===== config.mk =====
export PLATFORM = sky130hd
export DESIGN_NAME = sercon_regs
export DESIGN_NICKNAME = d
export VERILOG_FILES = /design/src/rtl/sercon_pkg.sv /design/src/rtl/sercon_cmd_dec.sv /design/src/rtl/sercon_tx_fsm.sv /design/src/rtl/sercon_rx_fifo.sv /design/src/rtl/sercon_regs.sv
export SDC_FILE = /design/constraint.sdc
export NUM_CORES = 1
export LEC_CHECK = 0
export BUFFER_PORTS_ARGS = -buffer_cell sky130_fd_sc_hd__buf_4
export CAP_MARGIN = 20
export CORE_UTILIZATION = 25
export CTS_BUF_LIST = sky130_fd_sc_hd__clkbuf_8 sky130_fd_sc_hd__clkbuf_16
export DETAILED_ROUTE_END_ITERATION = 7
export GPL_ROUTABILITY_DRIVEN = 0
export PLACE_DENSITY_LB_ADDON = 0.25
export SLEW_MARGIN = 20
export SYNTH_ARGS = -nofsm -noshare
export SYNTH_HDL_FRONTEND = slang
export SYNTH_HIERARCHICAL = 1
export SYNTH_SLANG_ARGS = --single-unit

===== constraint.sdc =====
create_clock -name clk -period 3.2 [get_ports clk]
set_input_delay 0.48 -clock clk [delete_from_list [all_inputs] [get_ports clk]]
set_output_delay 0.48 -clock clk [all_outputs]
set_load 0.1 [all_outputs]

===== src/rtl/sercon_pkg.sv =====
package sercon_pkg;

    localparam int OFS_W = 6;

    localparam logic [OFS_W-1:0] OFS_MODE = 6'h00;
    localparam logic [OFS_W-1:0] OFS_STAT = 6'h04;
    localparam logic [OFS_W-1:0] OFS_CMD  = 6'h08;
    localparam logic [OFS_W-1:0] OFS_DATA = 6'h0C;
    localparam logic [OFS_W-1:0] OFS_INTR = 6'h14;

    // bit in mode register 1 that picks the receive-interrupt source
    localparam int MR1_RXSRC_BIT = 6;

    typedef enum logic [1:0] {
        TX_IDLE = 2'd0,
        TX_HOLD = 2'd1,
        TX_SEND = 2'd2
    } tx_state_e;

    typedef enum logic {
        PTR_MR1 = 1'b0,
        PTR_MR2 = 1'b1
    } mr_ptr_e;

    typedef enum logic [2:0] {
        MC_NOP    = 3'd0,
        MC_PTRRST = 3'd1,
        MC_RXRST  = 3'd2,
        MC_TXRST  = 3'd3,
        MC_ERRRST = 3'd4,
        MC_BRKCLR = 3'd5,
        MC_BRKON  = 3'd6,
        MC_BRKOFF = 3'd7
    } misc_cmd_e;

    typedef enum logic [1:0] {
        FLD_KEEP = 2'd0,
        FLD_ON   = 2'd1,
        FLD_OFF  = 2'd2,
        FLD_RSVD = 2'd3
    } en_field_e;

    typedef struct packed {
        logic ptr_rst;
        logic rx_rst;
        logic tx_rst;
        logic brk_clr;
        logic tx_on;
        logic tx_off;
        logic rx_on;
        logic rx_off;
    } cmd_t;

endpackage


===== src/rtl/sercon_cmd_dec.sv =====
module sercon_cmd_dec
    import sercon_pkg::*;
(
    input  logic       valid_i,
    input  logic [7:0] byte_i,
    output cmd_t       cmd_o
);

    misc_cmd_e misc;
    en_field_e txf;
    en_field_e rxf;
    logic      unused_bit7;

    assign misc        = misc_cmd_e'(byte_i[6:4]);
    assign txf         = en_field_e'(byte_i[3:2]);
    assign rxf         = en_field_e'(byte_i[1:0]);
    assign unused_bit7 = byte_i[7];

    always_comb begin
        cmd_o = '0;
        if (valid_i) begin
            unique case (misc)
                MC_PTRRST: cmd_o.ptr_rst = 1'b1;
                MC_RXRST:  cmd_o.rx_rst  = 1'b1;
                MC_TXRST:  cmd_o.tx_rst  = 1'b1;
                MC_BRKCLR: cmd_o.brk_clr = 1'b1;
                MC_NOP, MC_ERRRST, MC_BRKON, MC_BRKOFF: ;
            endcase
            unique case (txf)
                FLD_ON:  cmd_o.tx_on  = 1'b1;
                FLD_OFF: cmd_o.tx_off = 1'b1;
                FLD_KEEP, FLD_RSVD: ;
            endcase
            unique case (rxf)
                FLD_ON:  cmd_o.rx_on  = 1'b1;
                FLD_OFF: cmd_o.rx_off = 1'b1;
                FLD_KEEP, FLD_RSVD: ;
            endcase
        end
    end

endmodule


===== src/rtl/sercon_tx_fsm.sv =====
module sercon_tx_fsm
    import sercon_pkg::*;
#(
    parameter int DATA_W = 8
) (
    input  logic              clk,
    input  logic              rst_n,
    input  logic              load_i,
    input  logic [DATA_W-1:0] load_data_i,
    input  logic              en_i,
    input  logic              start_i,
    input  logic              abort_i,
    input  logic              tx_ready_i,
    output logic              tx_valid_o,
    output logic [DATA_W-1:0] tx_data_o,
    output logic              empty_o
);

    tx_state_e         st_q, st_d;
    logic [DATA_W-1:0] buf_q;

    always_comb begin
        st_d = st_q;
        unique case (st_q)
            TX_IDLE: if (load_i)     st_d = en_i ? TX_SEND : TX_HOLD;
            TX_HOLD: if (start_i)    st_d = TX_SEND;
            TX_SEND: if (tx_ready_i) st_d = TX_IDLE;
            default:                 st_d = TX_IDLE;
        endcase
        if (abort_i) st_d = TX_IDLE;
    end

    always_ff @(posedge clk) begin
        if (!rst_n) st_q <= TX_IDLE;
        else        st_q <= st_d;
    end

    always_ff @(posedge clk) begin
        if (!rst_n)                         buf_q <= '0;
        else if (load_i && st_q != TX_SEND) buf_q <= load_data_i;
    end

    always_comb begin
        tx_valid_o = (st_q == TX_SEND);
        empty_o    = (st_q == TX_IDLE);
        tx_data_o  = buf_q;
    end

    assert_data_stable_R13: assert property (@(posedge clk) disable iff (!rst_n)
        (tx_valid_o && !tx_ready_i && !abort_i) |=> (tx_valid_o && $stable(tx_data_o)))
        else $error("tx byte changed while offered");

    assert_start_cause_R9: assert property (@(posedge clk) disable iff (!rst_n)
        $rose(tx_valid_o) |-> $past(load_i || start_i))
        else $error("tx_valid rose without load or enable");

    assert_abort_empties_R10: assert property (@(posedge clk) disable iff (!rst_n)
        abort_i |=> empty_o)
        else $error("transmitter reset left a byte pending");

endmodule


===== src/rtl/sercon_rx_fifo.sv =====
module sercon_rx_fifo #(
    parameter int DEPTH  = 4,
    parameter int DATA_W = 8
) (
    input  logic              clk,
    input  logic              rst_n,
    input  logic              push_i,
    input  logic [DATA_W-1:0] data_i,
    input  logic              brk_i,
    input  logic              pop_i,
    input  logic              flush_i,
    output logic [DATA_W-1:0] head_o,
    output logic              nonempty_o,
    output logic              full_o
);

    localparam int PTR_W = (DEPTH > 1) ? $clog2(DEPTH) : 1;
    localparam int CNT_W = $clog2(DEPTH + 1);
    localparam logic [CNT_W-1:0] FULL_CNT = CNT_W'(DEPTH);
    localparam logic [PTR_W-1:0] LAST_IDX = PTR_W'(DEPTH - 1);

    logic [DATA_W-1:0] mem_q [DEPTH];
    logic [PTR_W-1:0]  wr_ptr_q, rd_ptr_q;
    logic [CNT_W-1:0]  cnt_q;

    logic              do_pop, room, do_push, do_ovw, do_wr;
    logic [PTR_W-1:0]  wr_idx, newest_idx;
    logic [DATA_W-1:0] wr_val;

    function automatic logic [PTR_W-1:0] bump(input logic [PTR_W-1:0] p);
        return (p == LAST_IDX) ? '0 : p + PTR_W'(1);
    endfunction

    assign do_pop     = pop_i && (cnt_q != '0);
    assign room       = (cnt_q != FULL_CNT) || do_pop;
    assign do_push    = (push_i || brk_i) && room;
    assign do_ovw     = brk_i && !room;
    assign do_wr      = (do_push || do_ovw) && !flush_i;
    assign newest_idx = (wr_ptr_q == '0) ? LAST_IDX : wr_ptr_q - PTR_W'(1);
    assign wr_idx     = do_ovw ? newest_idx : wr_ptr_q;
    assign wr_val     = brk_i ? '0 : data_i;

    for (genvar i = 0; i < DEPTH; i++) begin : g_slot
        always_ff @(posedge clk) begin
            if (!rst_n)                           mem_q[i] <= '0;
            else if (do_wr && wr_idx == PTR_W'(i)) mem_q[i] <= wr_val;
        end
    end

    always_ff @(posedge clk) begin
        if (!rst_n || flush_i) begin
            wr_ptr_q <= '0;
            rd_ptr_q <= '0;
            cnt_q    <= '0;
        end else begin
            if (do_push) wr_ptr_q <= bump(wr_ptr_q);
            if (do_pop)  rd_ptr_q <= bump(rd_ptr_q);
            cnt_q <= cnt_q + CNT_W'(do_push) - CNT_W'(do_pop);
        end
    end

    assign head_o     = (cnt_q != '0) ? mem_q[rd_ptr_q] : '0;
    assign nonempty_o = (cnt_q != '0);
    assign full_o     = (cnt_q == FULL_CNT);

    assert_flush_empties_R7: assert property (@(posedge clk) disable iff (!rst_n)
        flush_i |=> !nonempty_o)
        else $error("flush left bytes in FIFO");

    assert_no_overflow_R5: assert property (@(posedge clk) disable iff (!rst_n)
        (full_o && !pop_i && !flush_i) |=> full_o)
        else $error("full FIFO lost its fill level");

    assert_last_pop_R5: assert property (@(posedge clk) disable iff (!rst_n)
        (cnt_q == CNT_W'(1) && pop_i && !push_i && !brk_i && !flush_i) |=> !nonempty_o)
        else $error("FIFO not empty after last pop");

endmodule


===== src/rtl/sercon_regs.sv =====
module sercon_regs
    import sercon_pkg::*;
#(
    parameter int ADDR_W   = 8,
    parameter int RX_DEPTH = 4
) (
    input  logic              clk,
    input  logic              rst_n,
    input  logic              bus_wr_i,
    input  logic              bus_rd_i,
    input  logic [ADDR_W-1:0] bus_addr_i,
    input  logic [7:0]        bus_wdata_i,
    output logic [7:0]        bus_rdata_o,
    input  logic              rx_valid_i,
    input  logic [7:0]        rx_data_i,
    input  logic              rx_break_i,
    output logic              rx_ready_o,
    output logic              tx_valid_o,
    output logic [7:0]        tx_data_o,
    input  logic              tx_ready_i,
    output logic              irq_o
);

    logic [OFS_W-1:0] ofs;
    logic             hit_mode, hit_cmd, hit_data, hit_intr;
    cmd_t             cmd;
    mr_ptr_e          ptr_q, ptr_d;
    logic [7:0]       mr1_q, mr2_q, imr_q;
    logic             tx_en_q, rx_en_q, brk_q;
    logic             tx_empty, tx_rdy, rx_full, rx_any, rx_int;
    logic [7:0]       fifo_head, stat, isr;
    logic             unused_hi;

    assign ofs       = bus_addr_i[OFS_W-1:0];
    assign unused_hi = ^bus_addr_i;
    assign hit_mode  = (ofs == OFS_MODE);
    assign hit_cmd   = (ofs == OFS_CMD);
    assign hit_data  = (ofs == OFS_DATA);
    assign hit_intr  = (ofs == OFS_INTR);

    sercon_cmd_dec u_dec (
        .valid_i (bus_wr_i && hit_cmd),
        .byte_i  (bus_wdata_i),
        .cmd_o   (cmd)
    );

    // mode-register pointer state machine
    always_comb begin
        ptr_d = ptr_q;
        unique case (ptr_q)
            PTR_MR1: if ((bus_wr_i || bus_rd_i) && hit_mode) ptr_d = PTR_MR2;
            PTR_MR2: ;
        endcase
        if (cmd.ptr_rst) ptr_d = PTR_MR1;
    end

    always_ff @(posedge clk) begin
        if (!rst_n) ptr_q <= PTR_MR1;
        else        ptr_q <= ptr_d;
    end

    always_ff @(posedge clk) begin
        if (!rst_n) begin
            mr1_q <= '0;
            mr2_q <= '0;
            imr_q <= '0;
        end else if (bus_wr_i) begin
            if (hit_mode && ptr_q == PTR_MR1) mr1_q <= bus_wdata_i;
            if (hit_mode && ptr_q == PTR_MR2) mr2_q <= bus_wdata_i;
            if (hit_intr)                     imr_q <= bus_wdata_i;
        end
    end

    // enables: misc reset first, then the enable fields
    always_ff @(posedge clk) begin
        if (!rst_n) begin
            tx_en_q <= 1'b0;
            rx_en_q <= 1'b0;
        end else begin
            if (cmd.tx_on)                       tx_en_q <= 1'b1;
            else if (cmd.tx_off || cmd.tx_rst)   tx_en_q <= 1'b0;
            if (cmd.rx_on)                       rx_en_q <= 1'b1;
            else if (cmd.rx_off || cmd.rx_rst)   rx_en_q <= 1'b0;
        end
    end

    always_ff @(posedge clk) begin
        if (!rst_n)          brk_q <= 1'b0;
        else if (rx_break_i) brk_q <= 1'b1;
        else if (cmd.brk_clr) brk_q <= 1'b0;
    end

    sercon_tx_fsm #(.DATA_W(8)) u_tx (
        .clk         (clk),
        .rst_n       (rst_n),
        .load_i      (bus_wr_i && hit_data),
        .load_data_i (bus_wdata_i),
        .en_i        (tx_en_q),
        .start_i     (cmd.tx_on),
        .abort_i     (cmd.tx_rst),
        .tx_ready_i  (tx_ready_i),
        .tx_valid_o  (tx_valid_o),
        .tx_data_o   (tx_data_o),
        .empty_o     (tx_empty)
    );

    assign rx_ready_o = rx_en_q && !rx_full && !rx_break_i;

    sercon_rx_fifo #(.DEPTH(RX_DEPTH), .DATA_W(8)) u_rx (
        .clk        (clk),
        .rst_n      (rst_n),
        .push_i     (rx_valid_i && rx_ready_o),
        .data_i     (rx_data_i),
        .brk_i      (rx_break_i),
        .pop_i      (bus_rd_i && hit_data),
        .flush_i    (cmd.rx_rst),
        .head_o     (fifo_head),
        .nonempty_o (rx_any),
        .full_o     (rx_full)
    );

    assign tx_rdy = tx_en_q && tx_empty;
    assign rx_int = mr1_q[MR1_RXSRC_BIT] ? rx_full : rx_any;
    assign stat   = {4'b0000, tx_empty, tx_rdy, rx_full, rx_any};
    assign isr    = {5'b00000, brk_q, rx_int, tx_rdy};
    assign irq_o  = |(isr & imr_q);

    always_comb begin
        bus_rdata_o = '0;
        if (bus_rd_i) begin
            case (ofs)
                OFS_MODE: bus_rdata_o = (ptr_q == PTR_MR1) ? mr1_q : mr2_q;
                OFS_STAT: bus_rdata_o = stat;
                OFS_DATA: bus_rdata_o = fifo_head;
                OFS_INTR: bus_rdata_o = isr;
                default:  bus_rdata_o = '0;
            endcase
        end
    end

    assert_ptr_sticky_R2: assert property (@(posedge clk) disable iff (!rst_n)
        (ptr_q == PTR_MR2 && !cmd.ptr_rst) |=> (ptr_q == PTR_MR2))
        else $error("mode pointer left MR2 without command");

    assert_rx_gate_R5: assert property (@(posedge clk) disable iff (!rst_n)
        rx_ready_o |-> (rx_en_q && !rx_full))
        else $error("rx_ready while disabled or full");

    assert_irq_masked_R3: assert property (@(posedge clk) disable iff (!rst_n)
        irq_o |-> (imr_q != 8'h00))
        else $error("irq with empty mask");

    assert_brk_flag_R6: assert property (@(posedge clk) disable iff (!rst_n)
        rx_break_i |=> brk_q)
        else $error("break event not latched");

    assert_txrst_off_R10: assert property (@(posedge clk) disable iff (!rst_n)
        (cmd.tx_rst && !cmd.tx_on) |=> (!tx_rdy && tx_empty))
        else $error("transmitter reset left it ready or busy");

endmodule


==> results of run 1 <==
==> flip-flops by register name, summed over array words and instances, names as in the netlist, 2 cells and up, named ones only <==
signal / cells
u_rx/mem_q: 32
imr_q: 3
u_tx/st_q: 2
u_tx/tx_data_o: 8
mr1_q: 8
u_rx/cnt_q: 3
mr2_q: 8
u_rx/wr_ptr_q: 2
u_rx/rd_ptr_q: 2
==> kinds of logic after synthesis <==
kind of cell | after synthesis | synth area share [%]
buf+inv | 24 | 3.96
compound gates | 42 | 7.02
xor+xnor | 3 | 0.683
flops | 74 | 46.8
mux | 41 | 13.6
fa+ha+maj | 5 | 1.82
simple gates | 168 | 26.2
==> how the worst min path moves through the flow <==
stage | startpoint | slack (ps) | depth (start not counted) | to
floorplan | mr2_q[0] | 430 | 2 | mr2_q[0]
global placement | mr2_q[5] | 440 | 2 | mr2_q[5]
detailed placement | u_tx/tx_data_o[0] | 450 | 2 | u_tx/tx_data_o[0]
CTS | bus_wdata_i[7] | 420 | 3 | u_tx/tx_data_o[7]
global route | bus_wdata_i[7] | 420 | 3 | u_tx/tx_data_o[7]
finish | bus_wdata_i[7] | 430 | 3 | u_tx/tx_data_o[7]
==> synthesized netlist by cell type (all sizes together), types with 7 or more instances <==
| cell type | number | share of area, % |
|---|---|---|
| a21oi | 15 | 1.9 |
| a22oi | 8 | 1.6 |
| and2 | 27 | 4.4 |
| and3 | 19 | 3.1 |
| buf | 8 | 1.5 |
| clkbuf | 8 | 1.6 |
| dfxtp | 42 | 22 |
| edfxtp | 32 | 25 |
| inv | 7 | 0.68 |
| mux2 | 9 | 2.6 |
| mux2i | 24 | 6.2 |
| mux4 | 8 | 4.7 |
| nand2 | 52 | 5.1 |
| nand3 | 7 | 1.2 |
| nor2 | 18 | 1.9 |
| nor2b | 11 | 2.0 |
==> where the power goes <==
part / leakage (nW) / switching [mW] / internal [mW]
clock network: 0.124 / 0.437 / 0.530
logic: 1.12 / 0.224 / 0.171
registers: 0.673 / 0.0362 / 1.07
total: 1.91 / 0.698 / 1.77
==> layout make-up <==
class / count / area, sq um
Fill cell: 1515 / 10000
Multi-Input combinational cell: 259 / 1930
Sequential cell: 74 / 1800
Timing Repair Buffer: 61 / 458
Tap cell: 184 / 230
Clock buffer: 9 / 225
Clock inverter: 7 / 53.8
Inverter: 7 / 26.3
==> layout by cell type (no fill, tap or decap), types with 4 or more instances in the layout <==
master,instances
mux4_2,8
buf_4,61
inv_1,7
a21oi_1,14
nand2b_1,4
mux2_2,9
mux2i_1,24
a22oi_1,8
edfxtp_1,32
and3b_2,4
clkinvlp_4,4
nor2b_1,7
and2_1,26
dfxtp_1,41
nand3_1,6
nor2_1,16
nand2_1,52
and3_1,19
clkbuf_16,9
==> metrics by stage <==
| stage | util (%) | cell area, sq um | total power, mW | setup TNS, ps | hold slack, ps |
|---|---|---|---|---|---|
| after CTS | 32.0 | 4720 | 2.50 | 0 | 419 |
| final | 32.0 | 4720 | 2.47 | 0 | 431 |
| after detailed placement | 30.1 | 4440 | 1.52 | 0 | 452 |
| after global placement | 30.1 | 4440 | 1.51 | 0 | 442 |
| after floorplan | - | 3880 | 1.38 | -1940 | 435 |
| after global routing | 32.0 | 4720 | 2.59 | 0 | 418 |
==> routing by layer <==
layer	track usage, %	part of all wire (%)	wire length (um)	vias to the layer above
li1	-	-	-	1401
met1	17.2	46	4480	1359
met3	3.82	5.6	549	10
met5	0	0	0	-
met4	4.25	0.95	93	0
met2	21.1	47	4630	75
==> worst max-delay path, delay by kind of cell (launching register included) <==
kind / cells / cell delay (ps)
flops: 1 / 390
compound gates: 1 / 80
xor+xnor: 3 / 470
simple gates: 7 / 1160
fa+ha+maj: 2 / 610
==> summary.md, run 1 <==
| Metric | Value |
|---|---|
| Status | `finished, final reports clean` |
| Period minus WS final | `2840 ps` |
| Initial antenna violation count | `0` |
| Ys async rst share | `0%` |
| Critical path fanouts, max | `8` |
| Syn_nets | `393` |
| Longest Clk Path Bufs | `2` |
| Slowest CP cell | `fa_1` |
| R2R depth | `13` |
| Via count | `2,845` |
| DR DRC count | `0` |
| CP Capture Type | `register` |
| Die area | `0.0159 sq mm` |
| Largest net degree at the start of global routing | `54` |
| DP HPWL | `6850 um` |
| Slew HR | `32.8%` |
| CTS tree | `done` |
| First-pass DRT Iterations | `4` |
| Vias in the first global route | `2,868` |
| CTS Root Buffer Type | `clkbuf_16` |
| Max Slew Vio Count | `0` |
| Clk slew on worst S/H paths | `60 ps` |
| Fraction of layout instances using a drive strength above 1 | `28.3%` |
| Final setup margin | `363 ps` |
| Clk sinks | `74` |
| Critical-path cell list | `nor2b_2 -> nor2b_4 -> nor3b_4 -> and2_4 -> nor2_2 -> xnor2_1 -> nand2_1 -> o31ai_1 -> ha_2 -> fa_1 -> xnor2_1 -> xnor2_1 -> nor2_1` |
| Core Box Area | `0.0148 sq mm` |
| Inst Count DP | `585` |
| Fin cells | `601` |
| R2r startpoint | `u_rx/cnt_q[2]` |
| Pwr dens | `522 mW/mm^2` |
| Later-pin clock latency in the skew report | `340 ps` |
| Routed WL | `9760 um` |
| Post-synth EDFFs | `32` |
| Placement Rows | `44` |
| Critical Path End | `u_rx/cnt_q[2]` |
| Max cap viols | `0` |
| Synthesized instance count | `357` |
| Critical R2R Capture | `u_rx/cnt_q[2]` |
| Post-CTS Setup Repair Bufs | `0` |
| Vias per cell | `4.73` |
| Area delta synth->final | `22.7%` |
| Port buffer count | `47` |
| Max Clock Freq | `352 MHz` |
| Critical path type | `reg2reg` |
| Yosys reg bits | `74` |
| Final setup viols | `0` |
| Synth cell types | `56` |
| Starting Density | `26.1%` |
| CP Launch Point | `u_rx/cnt_q[2]` |
| Reg2reg setup slack | `360 ps` |
| First-pass GRT wire length | `15,800 um` |
| Final Cycle Share | `88.7%` |
| Die Wd | `126 um` |
| Required time worst endpoint | `3440 ps` |
| CTS buffer count | `9` |
| Arrival @ worst endpoint | `3080 ps` |
| Global-route usage over all layers | `13.2%` |
| Class of the worst hold path | `in2reg` |
| Synthesized cell area | `0.00385 sq mm` |
| Die height | `126 um` |
| Initial DRC count | `154` |
| Clk_skew | `4.49 ps` |
| Post_cts resized | `0` |
| Leakage Power | `1.91 nW` |
| Grt total ovfl | `0` |
| Syn. warnings | `6` |
| Nets | `448` |
| Worst vdd ir | `0.000306 V` |
| CP startpoint kind | `register` |
| RSZ-0062 raised after global routing | `no` |
| Post-synthesis sequential area ratio | `46.8%` |
| Syn_area_per_cell | `10.8 sq um` |
| CP dominant cell by count | `xnor2_1` |
| Antenna cells | `0` |
| Most common flop cell mapped by yosys | `dfxtp_1` |
| Cts hold-fix bufs | `0` |
| Final hold vios | `0` |
| I/O pin count | `50` |
| Crit-path max cell delay | `400 ps` |
| Worst-margin pin slew | `1000 ps` |
| Pre-CTS WS | `190 ps` |
| Post-DR wirelength/cell | `16.2 um` |
| H-tree depth | `3` |
| DRT antenna net count | `0` |
(Power assumes the default switching activity.)
==> inputs of run 2 (changes only) <==
--- a/config.mk
+++ b/config.mk
@@ -11,7 +11,6 @@
 export CTS_BUF_LIST = sky130_fd_sc_hd__clkbuf_8 sky130_fd_sc_hd__clkbuf_16
 export DETAILED_ROUTE_END_ITERATION = 7
 export GPL_ROUTABILITY_DRIVEN = 0
-export PLACE_DENSITY_LB_ADDON = 0.25
 export SLEW_MARGIN = 20
 export SYNTH_ARGS = -nofsm -noshare
 export SYNTH_HDL_FRONTEND = slang
==> run 2 against run 1 <==
Against the previous run: first-iteration DRC count grew 27%; clock skew is essentially flat; core utilization is essentially flat; combinational power is essentially flat; sequential power is essentially flat.
==> summary.md, run 2 (synthesis gave the netlist of run 1 again) <==
| Metric | Value |
|---|---|
| Max Slew Vio Count | `0 (unchanged)` |
| Post-DR wirelength/cell | `15.6 um (-3.6%)` |
| Gate power share | `15.3% (-0.7 points)` |
| Clock share of power | `41.7% (+2.4 points)` |
| Core Box Area | `0.0148 sq mm (unchanged)` |
| Later-pin clock latency in the skew report | `340 ps (about the same)` |
| Grt total ovfl | `0 (unchanged)` |
| Sw frac | `25.5% (-2.8 points)` |
| Reg with most FFs | `u_rx/mem_q` |
| R2R depth | `13 (unchanged)` |
| Most frequent cells in the layout | `buf_4, nand2_1, dfxtp_1` |
| Vias in the first global route | `2,882 (+0.49%)` |
| Switching pwr | `0.656 mW (-6.0%)` |
| Cts hold-fix bufs | `0 (unchanged)` |
| Reg power frac | `43.0% (-1.7 points)` |
| Max Clock Freq | `353 MHz (about the same)` |
| H-tree depth | `3 (unchanged)` |
| Required time worst endpoint | `3410 ps (-30 ps)` |
| Worst hold start | `bus_wdata_i[7]` |
| Initial DRC count | `196 (+27%)` |
| CTS tree | `done` |
| Leakage Power | `1.91 nW (about the same)` |
| Placement Rows | `44 (unchanged)` |
| Max cap viols | `0 (unchanged)` |
| Area delta synth->final | `22.7% (about the same)` |
| Port buffer count | `47 (unchanged)` |
| # fillers | `1,519 (+0.26%)` |
| Global-route usage over all layers | `12.5% (-0.75 points)` |
| Die Wd | `126 um (unchanged)` |
| Critical R2R Capture | `u_rx/cnt_q[2]` |
| CP Launch Point | `u_rx/cnt_q[2]` |
| Post_cts resized | `0 (unchanged)` |
| Max reg flops | `32 (unchanged)` |
| Routed WL | `9330 um (-4.4%)` |
| Period minus WS final | `2840 ps (-1.02 ps)` |
| Largest net degree at the start of global routing | `54 (unchanged)` |
| Slew HR | `34.7% (+1.8 points)` |
| Worst-margin pin slew | `972 ps (-27.2 ps)` |
| Worst vdd ir | `0.000268 V (-12%)` |
| Vias per cell | `4.69 (-0.90%)` |
| Clk slew on worst S/H paths | `60 ps (about the same)` |
| Final setup viols | `0 (unchanged)` |
| Via count | `2,796 (-1.7%)` |
| Longest Clk Path Bufs | `2 (unchanged)` |
| CTS Root Buffer Type | `clkbuf_16` |
| RSZ-0062 raised after global routing | `no` |
| Nets | `443 (-1.1%)` |
| Setup TNS | `0 ps (unchanged)` |
| Status | `finished, final reports clean` |
| DP HPWL | `6650 um (-3.0%)` |
| Hold WS | `418 ps (-12.4 ps)` |
| Fraction of layout instances using a drive strength above 1 | `27.4% (-0.87 points)` |
| First-pass DRT Iterations | `4 (unchanged)` |
| I/O pin count | `50 (unchanged)` |
| Die area | `0.0159 sq mm (unchanged)` |
| Pwr dens | `544 mW/mm^2 (+4.2%)` |
| Starting Density | `26.1% (unchanged)` |
| CP Capture Type | `register` |
| Initial antenna violation count | `0 (unchanged)` |
| CP startpoint kind | `register` |
| Die height | `126 um (unchanged)` |
| Critical path fanouts, max | `8 (unchanged)` |
| Final Cycle Share | `88.6% (about the same)` |
| First-pass GRT wire length | `15,200 um (-3.9%)` |
| FF/Latch Area | `0.00180 sq mm (unchanged)` |
| Final hold vios | `0 (unchanged)` |
| Post-CTS Setup Repair Bufs | `0 (unchanged)` |
| Multi-input gate area | `0.00193 sq mm (unchanged)` |
| Critical path type | `reg2reg` |
| DR DRC count | `0 (unchanged)` |
| CTS buffer count | `9 (unchanged)` |
| Class of the worst hold path | `in2reg` |
| Hold Crit Depth | `3 (unchanged)` |
| Arrival @ worst endpoint | `3050 ps (-30 ps)` |
| Antenna cells | `0 (unchanged)` |
| Clk sinks | `74 (unchanged)` |
| Reg2reg setup slack | `360 ps (about the same)` |
| Int Power | `1.92 mW (+8.4%)` |
| DRT antenna net count | `0 (unchanged)` |
| R2r startpoint | `u_rx/cnt_q[2]` |
| Most common cell after layout, fill and taps aside | `buf_4` |
| Clk_skew | `4.16 ps (-0.332 ps)` |
| Hold endpoint | `u_tx/tx_data_o[7]` |
==> run 2: layout make-up <==
cell class,count,area share [%]
inverter,7,0.556
tap,184,4.87
multi-input combinational,259,40.8
clock inverter,7,1.99
clock buffer,9,4.77
timing repair buffer,56,8.90
sequential,74,38.2
==> run 2: routing by layer <==
layer	routed length (um)	part of all wire (%)	GRT usage, %
met1	4270	46	15.7
met2	4480	48	20.3
met5	0	0	0
met3	412	4.4	3.36
met4	159	1.7	4.89
==> run 2: how the worst max path moves through the flow <==
| stage | endpoint | slack, ps | cells past startpoint |
|---|---|---|---|
| 5_1_grt | u_rx/cnt_q[2] | 170 | 13 |
| 3_5_place_dp | u_rx/mem_q[3][4] | 180 | 8 |
| 6_report | u_rx/cnt_q[2] | 360 | 13 |
| 3_3_place_gp | u_rx/mem_q[3][7] | 320 | 8 |
| 4_1_cts | bus_rdata_o[1] | 340 | 6 |
| 2_1_floorplan | bus_rdata_o[1] | -140 | 5 |
==> run 2: stage by stage <==
stage	utilization [%]	power (mW)	instance area [sq um]	std cells	worst slack, ps
finish	32.0	2.57	4720	596	364
floorplan	-	1.38	3880	357	-145
global route	32.0	2.69	4720	596	174
CTS	32.0	2.60	4720	596	337
detailed placement	29.9	1.52	4410	580	178
global placement	29.9	1.50	4410	580	318
==> run 2: power by group through the flow <==
stage	combinational (mW)	clock (mW)	sequential, mW
detailed placement	0.395	0	1.13
finish	0.393	1.07	1.11
CTS	0.397	1.10	1.11
global placement	0.384	0	1.12
global route	0.433	1.14	1.11
floorplan	0.258	0	1.12
==> run 2: worst max-delay path, stage by stage, from the launching register on <==
cell and delay (ps):
dfxtp_1 390, nor2b_2 260, nor2b_4 270, nor3b_4 70, and2_4 150, nor2_2 270, xnor2_1 100, nand2_1 80
o31ai_1 70, ha_2 210, fa_1 410, xnor2_1 220, xnor2_1 160, nor2_1 50
==> inputs of run 3 (changes only) <==
--- a/config.mk
+++ b/config.mk
@@ -11,6 +11,7 @@
 export CTS_BUF_LIST = sky130_fd_sc_hd__clkbuf_8 sky130_fd_sc_hd__clkbuf_16
 export DETAILED_ROUTE_END_ITERATION = 7
 export GPL_ROUTABILITY_DRIVEN = 0
+export PLACE_DENSITY = 0.47
 export SLEW_MARGIN = 20
 export SYNTH_ARGS = -nofsm -noshare
 export SYNTH_HDL_FRONTEND = slang
==> run 3 against run 2 <==
Against the previous run: setup slack better by 17 ps; global-route usage is 0.29 points higher; via count is 0.89% higher; critical path type is now reg2out; count of clock-buffer cells in the layout stayed put; cell area is 0.37% higher; critical path depth is 7 lower; power is 3.0% lower; fmax is 0.59% higher; sequential cell count stayed put; critical endpoint is now bus_rdata_o[2]; worst hold slack better by 3.4 ps.
==> summary.md, run 3 (synthesis gave the netlist of run 1 again) <==
| Metric | Value |
|---|---|
| # fillers | `1,530 (+0.72%)` |
| Sw frac | `26.3% (+0.83 points)` |
| Initial antenna violation count | `0 (unchanged)` |
| Grt met2 use | `20.8% (+0.49 points)` |
| First-pass GRT wire length | `15,500 um (+2.2%)` |
| Max Slew Vio Count | `0 (unchanged)` |
| Post_cts resized | `0 (unchanged)` |
| Post-CTS Setup Repair Bufs | `0 (unchanged)` |
| Clk slew on worst S/H paths | `60 ps (about the same)` |
| Final setup viols | `0 (unchanged)` |
| CP dominant cell by count | `buf_4` |
| DRT antenna net count | `0 (unchanged)` |
| Max Clock Freq | `355 MHz (+0.59%)` |
| Longest Clk Path Bufs | `2 (unchanged)` |
| Worst hold start | `bus_wdata_i[3]` |
| Max reg flops | `32 (unchanged)` |
| Later-pin clock latency in the skew report | `330 ps (about the same)` |
| RSZ-0062 raised after global routing | `no` |
| Slowest CP cell | `dfxtp_1` |
| Period minus WS final | `2820 ps (-16.7 ps)` |
| Final hold vios | `0 (unchanged)` |
| Critical path type | `reg2out` |
| CTS buffer count | `9 (unchanged)` |
| R2r startpoint | `u_rx/cnt_q[2]` |
| Switching pwr | `0.657 mW (+0.19%)` |
| Global-route usage over all layers | `12.8% (+0.29 points)` |
| DR DRC count | `0 (unchanged)` |
| Antenna cells | `0 (unchanged)` |
| Gate power share | `15.9% (+0.6 points)` |
| Crit-path max cell delay | `580 ps (+170 ps)` |
| Hold endpoint | `u_tx/tx_data_o[3]` |
| Arrival @ worst endpoint | `2340 ps (-710 ps)` |
| Routed WL | `9670 um (+3.7%)` |
| Slew HR | `47.2% (+13 points)` |
| Most frequent cells in the layout | `buf_4, nand2_1, dfxtp_1` |
| M1 GR Usage | `16.8% (+1.1 points)` |
| R2R depth | `13 (unchanged)` |
| Required time worst endpoint | `2720 ps (-690 ps)` |
| Clk sinks | `74 (unchanged)` |
| Reg2reg setup slack | `490 ps (+130 ps)` |
| Critical-path cell list | `buf_4 -> mux4_2 -> and2_1 -> a22oi_1 -> a21oi_1 -> buf_4` |
| CP startpoint kind | `register` |
| GRT busiest layer | `met2` |
| Die height | `126 um (unchanged)` |
| Hold Crit Depth | `3 (unchanged)` |
| Clk_skew | `6.55 ps (+2.39 ps)` |
| Final setup margin | `381 ps (+16.7 ps)` |
| CTS tree | `done` |
| CTS Root Buffer Type | `clkbuf_16` |
| Port buffer count | `47 (unchanged)` |
| Largest net degree at the start of global routing | `54 (unchanged)` |
| Die area | `0.0159 sq mm (unchanged)` |
| CP bufs+invs | `2 (+2)` |
| Die Wd | `126 um (unchanged)` |
| Worst-margin pin slew | `786 ps (-186 ps)` |
| Worst vdd ir | `0.000277 V (+3.4%)` |
| Pwr dens | `526 mW/mm^2 (-3.3%)` |
| Clock share of power | `39.8% (-1.9 points)` |
| Status | `finished, final reports clean` |
| Core Box Area | `0.0148 sq mm (unchanged)` |
| Via count | `2,821 (+0.89%)` |
| First-pass DRT Iterations | `5 (+1)` |
| Pre-CTS WS | `304 ps (+127 ps)` |
| Vias per cell | `4.69 (about the same)` |
| Post-DR wirelength/cell | `16.1 um (+2.9%)` |
| Area delta synth->final | `23.2%` |
| Cts hold-fix bufs | `0 (unchanged)` |
| DP HPWL | `6890 um (+3.7%)` |
| Leakage Power | `1.92 nW (+0.61%)` |
| Grt met3 use | `2.89% (-0.47 points)` |
| Final Util | `32.1% (+0.12 points)` |
| Vias in the first global route | `2,814 (-2.4%)` |
| Crit path max-delay family | `flip-flops` |
| Nets | `448 (+1.1%)` |
| Critical path fanouts, max | `6 (-2)` |
| Final Cycle Share | `88.1% (-0.52 points)` |
| Max cap viols | `0 (unchanged)` |
| Grt total ovfl | `0 (unchanged)` |
| Most common cell after layout, fill and taps aside | `buf_4` |
| Int Power | `1.84 mW (-4.0%)` |
| Placement Rows | `44 (unchanged)` |
| CP Capture Type | `output pin` |
| Fraction of layout instances using a drive strength above 1 | `28.3% (+0.87 points)` |
| Reg with most FFs | `u_rx/mem_q` |
| H-tree depth | `3 (unchanged)` |
| Class of the worst hold path | `in2reg` |
| Setup TNS | `0 ps (unchanged)` |
| I/O pin count | `50 (unchanged)` |
| Initial DRC count | `163 (-17%)` |
| Critical R2R Capture | `u_rx/cnt_q[2]` |
| Starting Density | `26.1% (unchanged)` |
| Reg power frac | `44.2% (+1.2 points)` |
[run 3: per-layer routing]
metal  vias to the layer above  routed length, um
met4                         0                102
met1                      1367               4540
met5                         -                  0
met2                        49               4720
met3                         7                317
li1                       1398                  -
[run 3: worst max-delay path by stage]
stage                             endpoint  slack (ps)  depth (start not counted)          start
after floorplan             bus_rdata_o[1]        -140                          5  bus_addr_i[1]
after global placement    u_rx/mem_q[3][7]         370                          8  bus_addr_i[1]
after detailed placement  u_rx/mem_q[3][6]         300                          8  bus_addr_i[1]
after CTS                   bus_rdata_o[2]         330                          6       register
after global routing        bus_rdata_o[2]         210                          6       register
final                       bus_rdata_o[2]         380                          6       register
[run 3: per-stage QoR]
stage	cells	hold WS [ps]	total power [mW]	cell area, sq um
2_1_floorplan	357	435	1.38	3880
4_1_cts	601	412	2.53	4740
5_1_grt	601	429	2.62	4740
3_5_place_dp	585	453	1.53	4440
6_report	601	422	2.50	4740
3_3_place_gp	585	443	1.52	4440
[run 3: area by class of cell]
| type | count | area, sq um | share of cell area [%] |
|---|---|---|---|
| clock buffers | 9 | 225 | 4.75 |
| clock inverters | 7 | 68.8 | 1.45 |
| inverters | 7 | 26.3 | 0.554 |
| well taps | 184 | 230 | 4.85 |
| flip-flops and latches | 74 | 1800 | 38.0 |
| multi-input cells | 259 | 1930 | 40.7 |
| repair buffers | 61 | 458 | 9.66 |
[run 3: worst min-delay path, stage by stage]
cell and delay [ps]:
buf_4 120, nand2_1 50, mux2i_1 50
[run 3: power groups by stage]
| stage | Sequential (mW) | Clock (mW) | Combinational (mW) |
|---|---|---|---|
| 2_1_floorplan | 1.12 | 0 | 0.258 |
| 3_3_place_gp | 1.12 | 0 | 0.396 |
| 3_5_place_dp | 1.12 | 0 | 0.403 |
| 4_1_cts | 1.10 | 1.03 | 0.403 |
| 5_1_grt | 1.11 | 1.07 | 0.441 |
| 6_report | 1.10 | 0.994 | 0.397 |
